`src/rtl/sftx_pkg.sv`:
```
package sftx_pkg;

    localparam int MAX_DATA  = 9;
    localparam int MAX_STOP  = 2;
    localparam int FRAME_W   = 1 + MAX_DATA + 1 + MAX_STOP;
    localparam int LEN_W     = $clog2(FRAME_W + 1);
    localparam int NBITS_W   = $clog2(MAX_DATA + 1);
    localparam int SIZE_W    = 3;
    localparam int PAR_W     = 2;

    typedef enum logic [1:0] {
        PAR_NONE = 2'd0,
        PAR_EVEN = 2'd1,
        PAR_ODD  = 2'd2
    } par_e;

    typedef struct packed {
        logic [NBITS_W-1:0] nbits;
        par_e               par;
        logic               two_stop;
    } fmt_t;

    typedef struct packed {
        logic [FRAME_W-1:0] bits;
        logic [LEN_W-1:0]   len;
    } frame_t;

    function automatic logic [NBITS_W-1:0] size_to_bits(input logic [SIZE_W-1:0] code);
        logic [NBITS_W-1:0] n;
        case (code)
            3'd0:    n = NBITS_W'(5);
            3'd1:    n = NBITS_W'(6);
            3'd2:    n = NBITS_W'(7);
            3'd3:    n = NBITS_W'(8);
            3'd7:    n = NBITS_W'(9);
            default: n = NBITS_W'(8);
        endcase
        return n;
    endfunction

    function automatic par_e code_to_par(input logic [PAR_W-1:0] code);
        par_e p;
        case (code)
            2'b10:   p = PAR_EVEN;
            2'b11:   p = PAR_ODD;
            default: p = PAR_NONE;
        endcase
        return p;
    endfunction

endpackage

```
`src/rtl/sftx_fmt_decode.sv`:
```
module sftx_fmt_decode
    import sftx_pkg::*;
(
    input  logic [SIZE_W-1:0] size_code,
    input  logic [PAR_W-1:0]  par_code,
    input  logic              stop_sel,
    output fmt_t              fmt
);
    always_comb begin
        fmt.nbits    = size_to_bits(size_code);
        fmt.par      = code_to_par(par_code);
        fmt.two_stop = stop_sel;
    end
endmodule

```
`src/rtl/sftx_frame_build.sv`:
```
module sftx_frame_build
    import sftx_pkg::*;
(
    input  logic [MAX_DATA-1:0] data,
    input  fmt_t                fmt,
    output frame_t              frame
);
    logic par_bit;
    logic par_on;

    always_comb begin
        par_bit = 1'b0;
        for (int i = 0; i < MAX_DATA; i++) begin
            if (i < int'(fmt.nbits)) par_bit = par_bit ^ data[i];
        end
        if (fmt.par == PAR_ODD) par_bit = ~par_bit;
        par_on = (fmt.par != PAR_NONE);
    end

    always_comb begin
        frame.bits    = '1;
        frame.bits[0] = 1'b0;
        for (int j = 1; j < FRAME_W; j++) begin
            if (j <= int'(fmt.nbits)) begin
                frame.bits[j] = data[j-1];
            end else if (par_on && j == int'(fmt.nbits) + 1) begin
                frame.bits[j] = par_bit;
            end
        end
        frame.len = LEN_W'(fmt.nbits) + LEN_W'(2) + LEN_W'(par_on) + LEN_W'(fmt.two_stop);
    end
endmodule

```
`src/rtl/sftx_serializer.sv`:
```
module sftx_serializer
    import sftx_pkg::*;
(
    input  logic   clk,
    input  logic   rst,
    input  logic   tick,
    input  logic   load_req,
    input  frame_t load_frame,
    output logic   ready,
    output logic   line,
    output logic   busy
);
    logic [FRAME_W-1:0] sh_q;
    logic [LEN_W-1:0]   left_q;
    logic               act_q;
    frame_t             pend_q;
    logic               pend_v_q;

    logic   last_bit;
    logic   slot_free;
    logic   accept;
    logic   have_next;
    frame_t next_frame;

    always_comb begin
        last_bit   = act_q && (left_q == LEN_W'(1));
        slot_free  = !act_q || last_bit;
        ready      = !pend_v_q && slot_free;
        accept     = load_req && ready;
        have_next  = pend_v_q || accept;
        next_frame = pend_v_q ? pend_q : load_frame;
        line       = act_q ? sh_q[0] : 1'b1;
        busy       = act_q || pend_v_q;
    end

    always_ff @(posedge clk) begin
        if (rst) begin
            sh_q     <= '1;
            left_q   <= '0;
            act_q    <= 1'b0;
            pend_q   <= '0;
            pend_v_q <= 1'b0;
        end else if (tick && slot_free) begin
            if (have_next) begin
                sh_q     <= next_frame.bits;
                left_q   <= next_frame.len;
                act_q    <= 1'b1;
                pend_v_q <= 1'b0;
            end else begin
                act_q    <= 1'b0;
                sh_q     <= '1;
            end
        end else begin
            if (tick && act_q) begin
                sh_q   <= {1'b1, sh_q[FRAME_W-1:1]};
                left_q <= left_q - LEN_W'(1);
            end
            if (accept) begin
                pend_q   <= load_frame;
                pend_v_q <= 1'b1;
            end
        end
    end
endmodule

```
`src/rtl/serial_frame_tx.sv`:
```
module serial_frame_tx
    import sftx_pkg::*;
(
    input  logic                clk,
    input  logic                rst,
    input  logic                bit_tick,
    input  logic                in_valid,
    output logic                in_ready,
    input  logic [MAX_DATA-1:0] in_data,
    input  logic [SIZE_W-1:0]   cfg_size,
    input  logic [PAR_W-1:0]    cfg_parity,
    input  logic                cfg_two_stop,
    output logic                tx_line,
    output logic                busy
);
    fmt_t   fmt;
    frame_t frame;

    sftx_fmt_decode u_dec (
        .size_code (cfg_size),
        .par_code  (cfg_parity),
        .stop_sel  (cfg_two_stop),
        .fmt       (fmt)
    );

    sftx_frame_build u_build (
        .data  (in_data),
        .fmt   (fmt),
        .frame (frame)
    );

    sftx_serializer u_ser (
        .clk        (clk),
        .rst        (rst),
        .tick       (bit_tick),
        .load_req   (in_valid),
        .load_frame (frame),
        .ready      (in_ready),
        .line       (tx_line),
        .busy       (busy)
    );
endmodule

```
`config.mk`:
```
export PLATFORM = sky130hd
export DESIGN_NAME = serial_frame_tx
export DESIGN_NICKNAME = d
export VERILOG_FILES = /design/src/rtl/sftx_pkg.sv /design/src/rtl/sftx_fmt_decode.sv /design/src/rtl/sftx_frame_build.sv /design/src/rtl/sftx_serializer.sv /design/src/rtl/serial_frame_tx.sv
export SDC_FILE = /design/constraint.sdc
export NUM_CORES = 1
export LEC_CHECK = 0
export BUFFER_PORTS_ARGS = -buffer_cell sky130_fd_sc_hd__buf_2
export CAP_MARGIN = 20
export CORE_MARGIN = 4
export CORE_UTILIZATION = 51
export DETAILED_ROUTE_END_ITERATION = 8
export GPL_TIMING_DRIVEN = 0
export PLACE_DENSITY = 0.79
export SYNTH_ARGS = -nofsm -noshare
export SYNTH_HDL_FRONTEND = slang
export SYNTH_SLANG_ARGS = --single-unit
```
`constraint.sdc`:
```
create_clock -name clk -period 3.2 [get_ports clk]
set_input_delay 0.48 -clock clk [delete_from_list [all_inputs] [get_ports clk]]
set_output_delay 0.48 -clock clk [all_outputs]
set_load 0.02 [all_outputs]
```
==> results of run 1 <==
## worst max path at each step
stage                               from               to  slack (ns)  cells past startpoint
after detailed placement     cfg_size[0]  u_ser.left_q[3]        0.71                      9
after floorplan              cfg_size[2]  u_ser.left_q[2]        1.10                     10
after global routing      u_ser.pend_v_q             busy        0.71                      4
after global placement       cfg_size[0]  u_ser.left_q[3]        0.72                      9
final                     u_ser.pend_v_q             busy        0.83                      4
after CTS                 u_ser.pend_v_q             busy        0.83                      4
## critical path: stages, from the launching register on
cell and delay, ns:
dfxtp_1 0.42, clkbuf_1 0.41, clkbuf_1 0.43, or2_2 0.19
buf_2 0.15
## synth_stat cells (2+ instances only)
| master | number | area share [%] |
|---|---|---|
| nor3_1 | 5 | 1.2 |
| nand2b_1 | 6 | 1.8 |
| nand3_1 | 11 | 2.7 |
| a221oi_1 | 2 | 0.86 |
| mux2i_1 | 5 | 2.5 |
| clkbuf_1 | 16 | 2.9 |
| o211ai_1 | 2 | 0.74 |
| dfxtp_1 | 35 | 34 |
| buf_1 | 2 | 0.37 |
| ha_1 | 3 | 1.8 |
| o311ai_0 | 2 | 0.86 |
| nor2_1 | 23 | 4.2 |
| buf_6 | 2 | 1.1 |
| xor2_1 | 2 | 0.86 |
| a221o_1 | 6 | 2.9 |
| o21ai_0 | 17 | 4.2 |
| o22ai_1 | 2 | 0.61 |
| xnor2_1 | 9 | 3.9 |
| a211oi_1 | 5 | 1.8 |
| nor2b_1 | 5 | 1.5 |
| nand2_1 | 42 | 7.7 |
| a21oi_1 | 20 | 4.9 |
| nor4_1 | 3 | 0.92 |
| inv_1 | 16 | 2.9 |
| o221ai_1 | 4 | 1.7 |
| a31oi_1 | 2 | 0.61 |
| a2bb2oi_1 | 2 | 0.86 |
## cell type report
| type | instances | area, sq um | share of cell area, % |
|---|---|---|---|
| buffer | 22 | 109 | 4.68 |
| clock buffer | 6 | 72.6 | 3.12 |
| clock inverter | 2 | 60.1 | 2.58 |
| inverter | 16 | 60.1 | 2.58 |
| multi-input combinational | 194 | 1170 | 50.4 |
| sequential | 35 | 701 | 30.1 |
| tap | 48 | 60.1 | 2.58 |
| timing repair buffer | 18 | 90.1 | 3.88 |
## sequential cells by signal, indices dropped and copies added, names as in the netlist
| register | flops |
|---|---|
| u_ser.pend_q | 16 |
| u_ser.sh_q | 13 |
| u_ser.left_q | 4 |
| u_ser.act_q | 1 |
| u_ser.pend_v_q | 1 |
## per-layer routing
metal / up-vias / global-route usage, %
met1: 899 / 29.2
met5: - / 0
met2: 85 / 33.5
met3: 8 / 4.21
met4: 0 / 7.72
li1: 979 / -
## logic make-up after synthesis
logic type | count (synthesis) | share of synthesized area (%)
adders and majority gates | 4 | 2.82
DFF | 35 | 34.3
buffers and inverters | 38 | 8.27
muxes | 5 | 2.45
xor gates and xnor gates | 12 | 5.52
AOI/OAI and AO/OA | 71 | 23.6
and+or+nand+nor | 102 | 23.0
## power groups by stage
stage | sequential (mW) | combinational, mW | clock [mW]
4_1_cts | 0.490 | 0.286 | 0.478
2_1_floorplan | 0.493 | 0.215 | 0
6_report | 0.490 | 0.288 | 0.472
3_3_place_gp | 0.499 | 0.279 | 0
5_1_grt | 0.496 | 0.323 | 0.492
3_5_place_dp | 0.500 | 0.284 | 0
==> summary.md, run 1 <==
| Metric | Value |
|---|---|
| Share of the yosys chip area belonging to registers | ~34% |
| Max VDD drop | slightly above 0.0003 V |
| Worst Reg-to-Reg Cells | 7 |
| Final worst path period share | 74.1% |
| Total gr overflow | 0 |
| I/O pin total | 22 |
| Worst r2r src | u_ser.left_q[0] |
| Max transition margin | roughly half |
| Met1 wire length | around 2.4 mm |
| Hold EP | u_ser.pend_q[5] |
| Final Power | approximately 1.3 mW |
| Initial drt markers | 189 |
| Syn Nets | slightly below 300 |
| Sw frac | around 29% |
| Arr. time, crit path | approximately 1.9 ns |
| Via count | about 2000 |
| Crit path launch type | register |
| CTS Buf Count | 5 |
| Fin area | around 0.0023 sq mm |
| Metal2 WL | approximately 2.3 mm |
| Mapped Cells | ~270 |
| Core ar. | 0.00377 sq mm |
| DR top layer | met4 |
| CTS root buf | clkbuf_8 |
| Placement Setup Slack | approximately 0.7 ns |
| Clock power share | between 30% and 40% |
| Hold path startpoint | u_ser.pend_q[5] |
| Reg2reg end | u_ser.pend_q[8] |
| Count of cell types in the netlist | between 40 and 50 |
| P_leak | 0.883 nW |
| Nets@finish | roughly 320 |
| EDFF count, synth | 0 |
| Starting Density | between 50% and 60% |
| Final Max Tran Viols | 0 |
| Post-Syn Area | slightly above 0.002 sq mm |
| Clock sink total | 35 |
| Reg clk slew, reported paths | 0.07 ns |
| Crit path time final | approximately 2.4 ns |
| Worst-skew pair later-pin latency | between 0.2 and 0.3 ns |
| DRT Pass-1 Iters | 5 |
| Ys flop type | dfxtp_1 |
| RSZ-0062 raised after global routing | no |
| Worst slew pin tran | between 0.7 and 0.8 ns |
| Internal | between 0.8 and 0.9 mW |
| Seq pwr share | roughly two fifths |
| Hold buffer count at cts | 0 |
| PwrDens | around 540 mW/mm^2 |
| Most frequent cells in the layout | nand2_1 (42), dfxtp_1 (35), nor2_1 (23), a21oi_1 (20), buf_2 (19) |
| Final antenna diode count | 0 |
| CP Class | reg2out |
| Gate power share | 23.0% |
| Die Area | roughly 0.0051 sq mm |
| Routed wl met3 | ~350 um |
| Worst Setup End Kind | primary output |
| GP Congestion | a little under 0.9 |
| Fin Clk Skew | around 0.0047 ns |
| Hold path cells | 2 |
| Critical Path RT | between 2 and 3 ns |
| Outcome | finished, final reports clean |
| Final hold vios | 0 |
| Total GRT Usage | about a fifth |
| Fmax | approximately 420 MHz |
| Row count | 22 |
| H-tree depth | 2 |
| Final wirelength | around 5.1 mm |
| Fraction of layout cells with a size suffix above 1 | about an eighth |
| CTS tree | built |
| Vias per std cell | approximately 5.8 |
| Path category of the worst min-delay check | reg2reg |
| Share of flip-flops with an asynchronous set or reset | 0% |
| Setup Viol. Count Final | 0 |
| Ys Warns | 0 |
| CTS-repair resized insts | 0 |
| Clock Path Buffers | 2 |
| Post-route setup TNS | 0 ns |
| Fin cells | around 340 |
| DRT antenna net count | 0 |
| Yosys reg bits | 35 |
| Reg2Reg Setup Slack | roughly 0.95 ns |
| Dpl hpwl | about 3.7 mm |
| Port bufs | 18 |
| Fin Hold WS | roughly 0.46 ns |
| Synthesized area per cell | about 7.6 sq um |
| Die X | 71.3 um |
| Layout fillers | between 300 and 400 |
| CP Max Fanout | 10 |
| Vias in the first global route | 1762 |
| Sw Pwr | between 0.3 and 0.4 mW |
| # Post-CTS Setup Buffers | 0 |
| Syn-to-layout area delta | 13.8% |
| Commonest non-fill, non-tap cell in the layout | nand2_1 |
| WL per Instance | 15.0 um |
| First-pass GRT wire length | approximately 8.6 mm |
| Worst Slack Setup Final | roughly 0.83 ns |
| Chip Height | 71.3 um |
| Initial antenna violation count | 0 |
| Cell Area, Placed | 0.00219 sq mm |
| Largest net degree at the start of global routing | 12 |
| Final core occ | approximately three fifths |
| Dpl cells | about 330 |
| # DRC | 0 |
| Max-Cap Viols | 0 |
(Power assumes the default switching activity.)
==> inputs of run 2 (changes only) <==
--- a/config.mk
+++ b/config.mk
@@ -11,7 +11,7 @@
 export CORE_UTILIZATION = 51
 export DETAILED_ROUTE_END_ITERATION = 8
 export GPL_TIMING_DRIVEN = 0
-export PLACE_DENSITY = 0.79
+export PLACE_DENSITY = 0.82
 export SYNTH_ARGS = -nofsm -noshare
 export SYNTH_HDL_FRONTEND = slang
 export SYNTH_SLANG_ARGS = --single-unit
==> constraint.sdc (replaced) <==
create_clock -name clk -period 1.9 [get_ports clk]
set_input_delay 0.285 -clock clk [delete_from_list [all_inputs] [get_ports clk]]
set_output_delay 0.285 -clock clk [all_outputs]
set_load 0.02 [all_outputs]
==> summary.md, run 2 (synthesis gave the netlist of run 1 again) <==
| Metric | Value |
|---|---|
| CTS root buf | clkbuf_8 (unchanged) |
| Biggest register | u_ser.pend_q (unchanged) |
| Fin area | 0.00264 sq mm (was 0.00232 sq mm) |
| Nets@finish | 323 (was 315) |
| Hold buffer count at cts | 0 (unchanged) |
| CP Class | reg2reg (was reg2out) |
| DR top layer | met4 (unchanged) |
| First-pass GRT wire length | 9.26 mm (was 8.58 mm) |
| Total GRT Usage | 23.0% (was 21.4%) |
| Arr. time, crit path | 2.07 ns (was 1.89 ns) |
| Initial drt markers | 289 (was 189) |
| Max-Cap Viols | 0 (unchanged) |
| I/O pin total | 22 (unchanged) |
| Reg2reg end | u_ser.pend_q[11] (was u_ser.pend_q[8]) |
| Path category of the worst min-delay check | in2reg (was reg2reg) |
| Setup Viol. Count Final | 1 (was 0) |
| Most frequent cells in the layout | nand2_1 (34), dfxtp_1 (33), nor2_1 (21), buf_2 (18), o21ai_0 (15) (was nand2_1 (42), dfxtp_1 (35), nor2_1 (23), a21oi_1 (20), buf_2 (19)) |
| Crit path buffers/inverters | 3 (unchanged) |
| Hold path cells | 3 (was 2) |
| Final Max Tran Viols | 0 (unchanged) |
| Internal | 1.44 mW (was 0.894 mW) |
| Routed wl met3 | 507 um (was 347 um) |
| Slowest CP cell | or3_4 (was clkbuf_1) |
| Worst Setup End Kind | register (was primary output) |
| Worst slew pin tran | 0.681 ns (was 0.760 ns) |
| Row count | 22 (unchanged) |
| Clock sink total | 35 (unchanged) |
| # DRC | 0 (unchanged) |
| DRT Pass-1 Iters | 6 (was 5) |
| Port bufs | 18 (unchanged) |
| Die X | 71.3 um (unchanged) |
| Chip Height | 71.3 um (unchanged) |
| GP Congestion | 0.879 (was 0.891) |
| Dpl hpwl | 3.70 mm (was 3.72 mm) |
| Metal2 WL | 3.00 mm (was 2.30 mm) |
| Initial antenna violation count | 0 (unchanged) |
| Max VDD drop | 0.000420 V (was 0.000306 V) |
| Final Power | 2.15 mW (was 1.25 mW) |
| H-tree depth | 2 (unchanged) |
| Syn-to-layout area delta | 29.4% (was 13.8%) |
| Critical Path RT | 2.06 ns (was 2.72 ns) |
| Via count | 2159 (was 1971) |
| Starting Density | 54.1% (unchanged) |
| PwrDens | 813 mW/mm^2 (was 538 mW/mm^2) |
| CTS tree | built (unchanged) |
| Sw Pwr | 0.712 mW (was 0.357 mW) |
| RSZ-0062 raised after global routing | yes (was no) |
| Worst Slack Setup Final | -0.00786 ns (was 0.827 ns) |
| Placement Setup Slack | -0.277 ns (was 0.708 ns) |
| Seq pwr share | 39.1% (was 39.2%) |
| CTS Buf Count | 5 (unchanged) |
| Worst Reg-to-Reg Cells | 8 (was 7) |
| Crit path time final | around 1.9 ns |
| Core ar. | 0.00377 sq mm (unchanged) |
| Gate power share | 28.8% (was 23.0%) |
| Vias in the first global route | 1905 (was 1762) |
| DRT antenna net count | 0 (unchanged) |
| Largest net degree at the start of global routing | 13 (was 12) |
| Fin Clk Skew | 0.0120 ns (was 0.00465 ns) |
| Clock power share | 32.2% (was 37.8%) |
| Vias per std cell | 6.19 (was 5.78) |
| Crit path launch type | register (unchanged) |
| Hold path startpoint | in_data[4] (was u_ser.pend_q[5]) |
| Hold EP | u_ser.pend_q[9] (was u_ser.pend_q[5]) |
| Slowest cell delay on critical path | 0.50 ns (was 0.43 ns) |
| Reg2Reg Setup Slack | -0.008 ns (was 0.95 ns) |
| Fmax | between 500 and 600 MHz |
| CP Max Fanout | 6 (was 10) |
| Fraction of layout cells with a size suffix above 1 | 27.9% (was 12.3%) |
| Die Area | 0.00508 sq mm (unchanged) |
| Cell Area, Placed | 0.00220 sq mm (was 0.00219 sq mm) |
| Worst r2r src | u_ser.left_q[1] (was u_ser.left_q[0]) |
| Outcome | finished, violations left (was finished, final reports clean) |
| Final wirelength | 6.15 mm (was 5.13 mm) |
| Sw frac | 33.2% (was 28.6%) |
| Crit path max-delay family | simple AND/OR/NAND/NOR gates (was buffers and inverters) |
| Commonest non-fill, non-tap cell in the layout | nand2_1 (unchanged) |
| Critical-path cell list | inv_2, ha_4, inv_4, o31a_1, or3_4, clkbuf_16, nand2_2, a21oi_2 (was clkbuf_1, clkbuf_1, or2_2, buf_2) |
| Post-route setup TNS | -0.00786 ns (was 0 ns) |
| P_leak | 1.00 nW (was 0.883 nW) |
| Final worst path period share | 100% |
| Reg clk slew, reported paths | 0.08 ns (was 0.07 ns) |
| Worst-skew pair later-pin latency | 0.30 ns (was 0.29 ns) |
| Final antenna diode count | 0 (unchanged) |
| Total gr overflow | 0 (unchanged) |
| Violated checks | setup timing |
| Max reg flops | 16 (unchanged) |
| Final hold vios | 0 (unchanged) |
| WL per Instance | 17.6 um (was 15.0 um) |
| Biggest registers after layout | u_ser.pend_q (16), u_ser.sh_q (13), u_ser.left_q (4) (unchanged) |
| Fin Hold WS | 0.259 ns (was 0.455 ns) |
| Met1 wire length | 2.42 mm (was 2.40 mm) |
| Clock Path Buffers | 2 (unchanged) |
| Max transition margin | 54.6% (was 48.9%) |
[run 2: changes by cell type in the layout (fill, tap and decap cells not counted), moves of 3 or more]
cell / before / now
nor4_1: 3 / 0
clkbuf_1: 17 / 9
a21oi_2: 1 / 8
a21oi_1: 20 / 13
nand2_4: 0 / 6
nand2_1: 42 / 34
buf_4: 0 / 9
[run 2: worst max path at each step]
stage                                   to  depth (start not counted)             from  slack (ns)
after CTS                         in_ready                          7  u_ser.left_q[1]       -0.02
final                     u_ser.pend_q[11]                          8  u_ser.left_q[1]      -0.008
after global placement     u_ser.left_q[3]                          9      cfg_size[0]       -0.29
after global routing       u_ser.left_q[1]                         12      cfg_size[0]       -0.07
after floorplan            u_ser.left_q[2]                         10      cfg_size[2]        0.05
after detailed placement   u_ser.left_q[1]                         12      cfg_size[0]       -0.28
[run 2: worst min-delay path, stage by stage]
cell and delay (ns):
buf_2 0.12, nand2_1 0.05, a21oi_1 0.05
[run 2: what timing repair did]
action / CTS / global route
pin swaps: 3 / 24
setup endpoints to repair: 32 / 28
setup buffers: 3 / 5
resized for setup: 28 / 45
cloned: 1 / 0
hold endpoints to repair: 0 / 0
[run 2: final cells by class]
cell class / count / area, sq um
fillers: 281 / 1130
flip-flops and latches: 35 / 703
repair buffers: 27 / 175
plain buffers: 21 / 153
inverters: 16 / 62.6
multi-input cells: 194 / 1380
clock inverters: 3 / 43.8
well taps: 48 / 60.1
clock buffers: 5 / 68.8
[run 2: power groups by stage]
stage	registers, mW	logic (mW)	clock network, mW
after floorplan	0.831	0.363	0
after global placement	0.840	0.467	0
after detailed placement	0.842	0.477	0
after CTS	0.830	0.532	0.685
after global routing	0.846	0.668	0.713
final	0.839	0.618	0.691
[run 2: per-stage QoR]
step	cells	utilization, %
global placement	333	58.3
CTS	344	65.1
floorplan	267	-
finish	349	70.0
detailed placement	333	58.3
global route	349	70.0
[run 2: per-layer routing]
layer  vias up  GRT usage [%]
met5         -              0
met4         0           10.2
met3        21           4.21
met2       135           37.8
met1      1005           29.5
li1        998              -
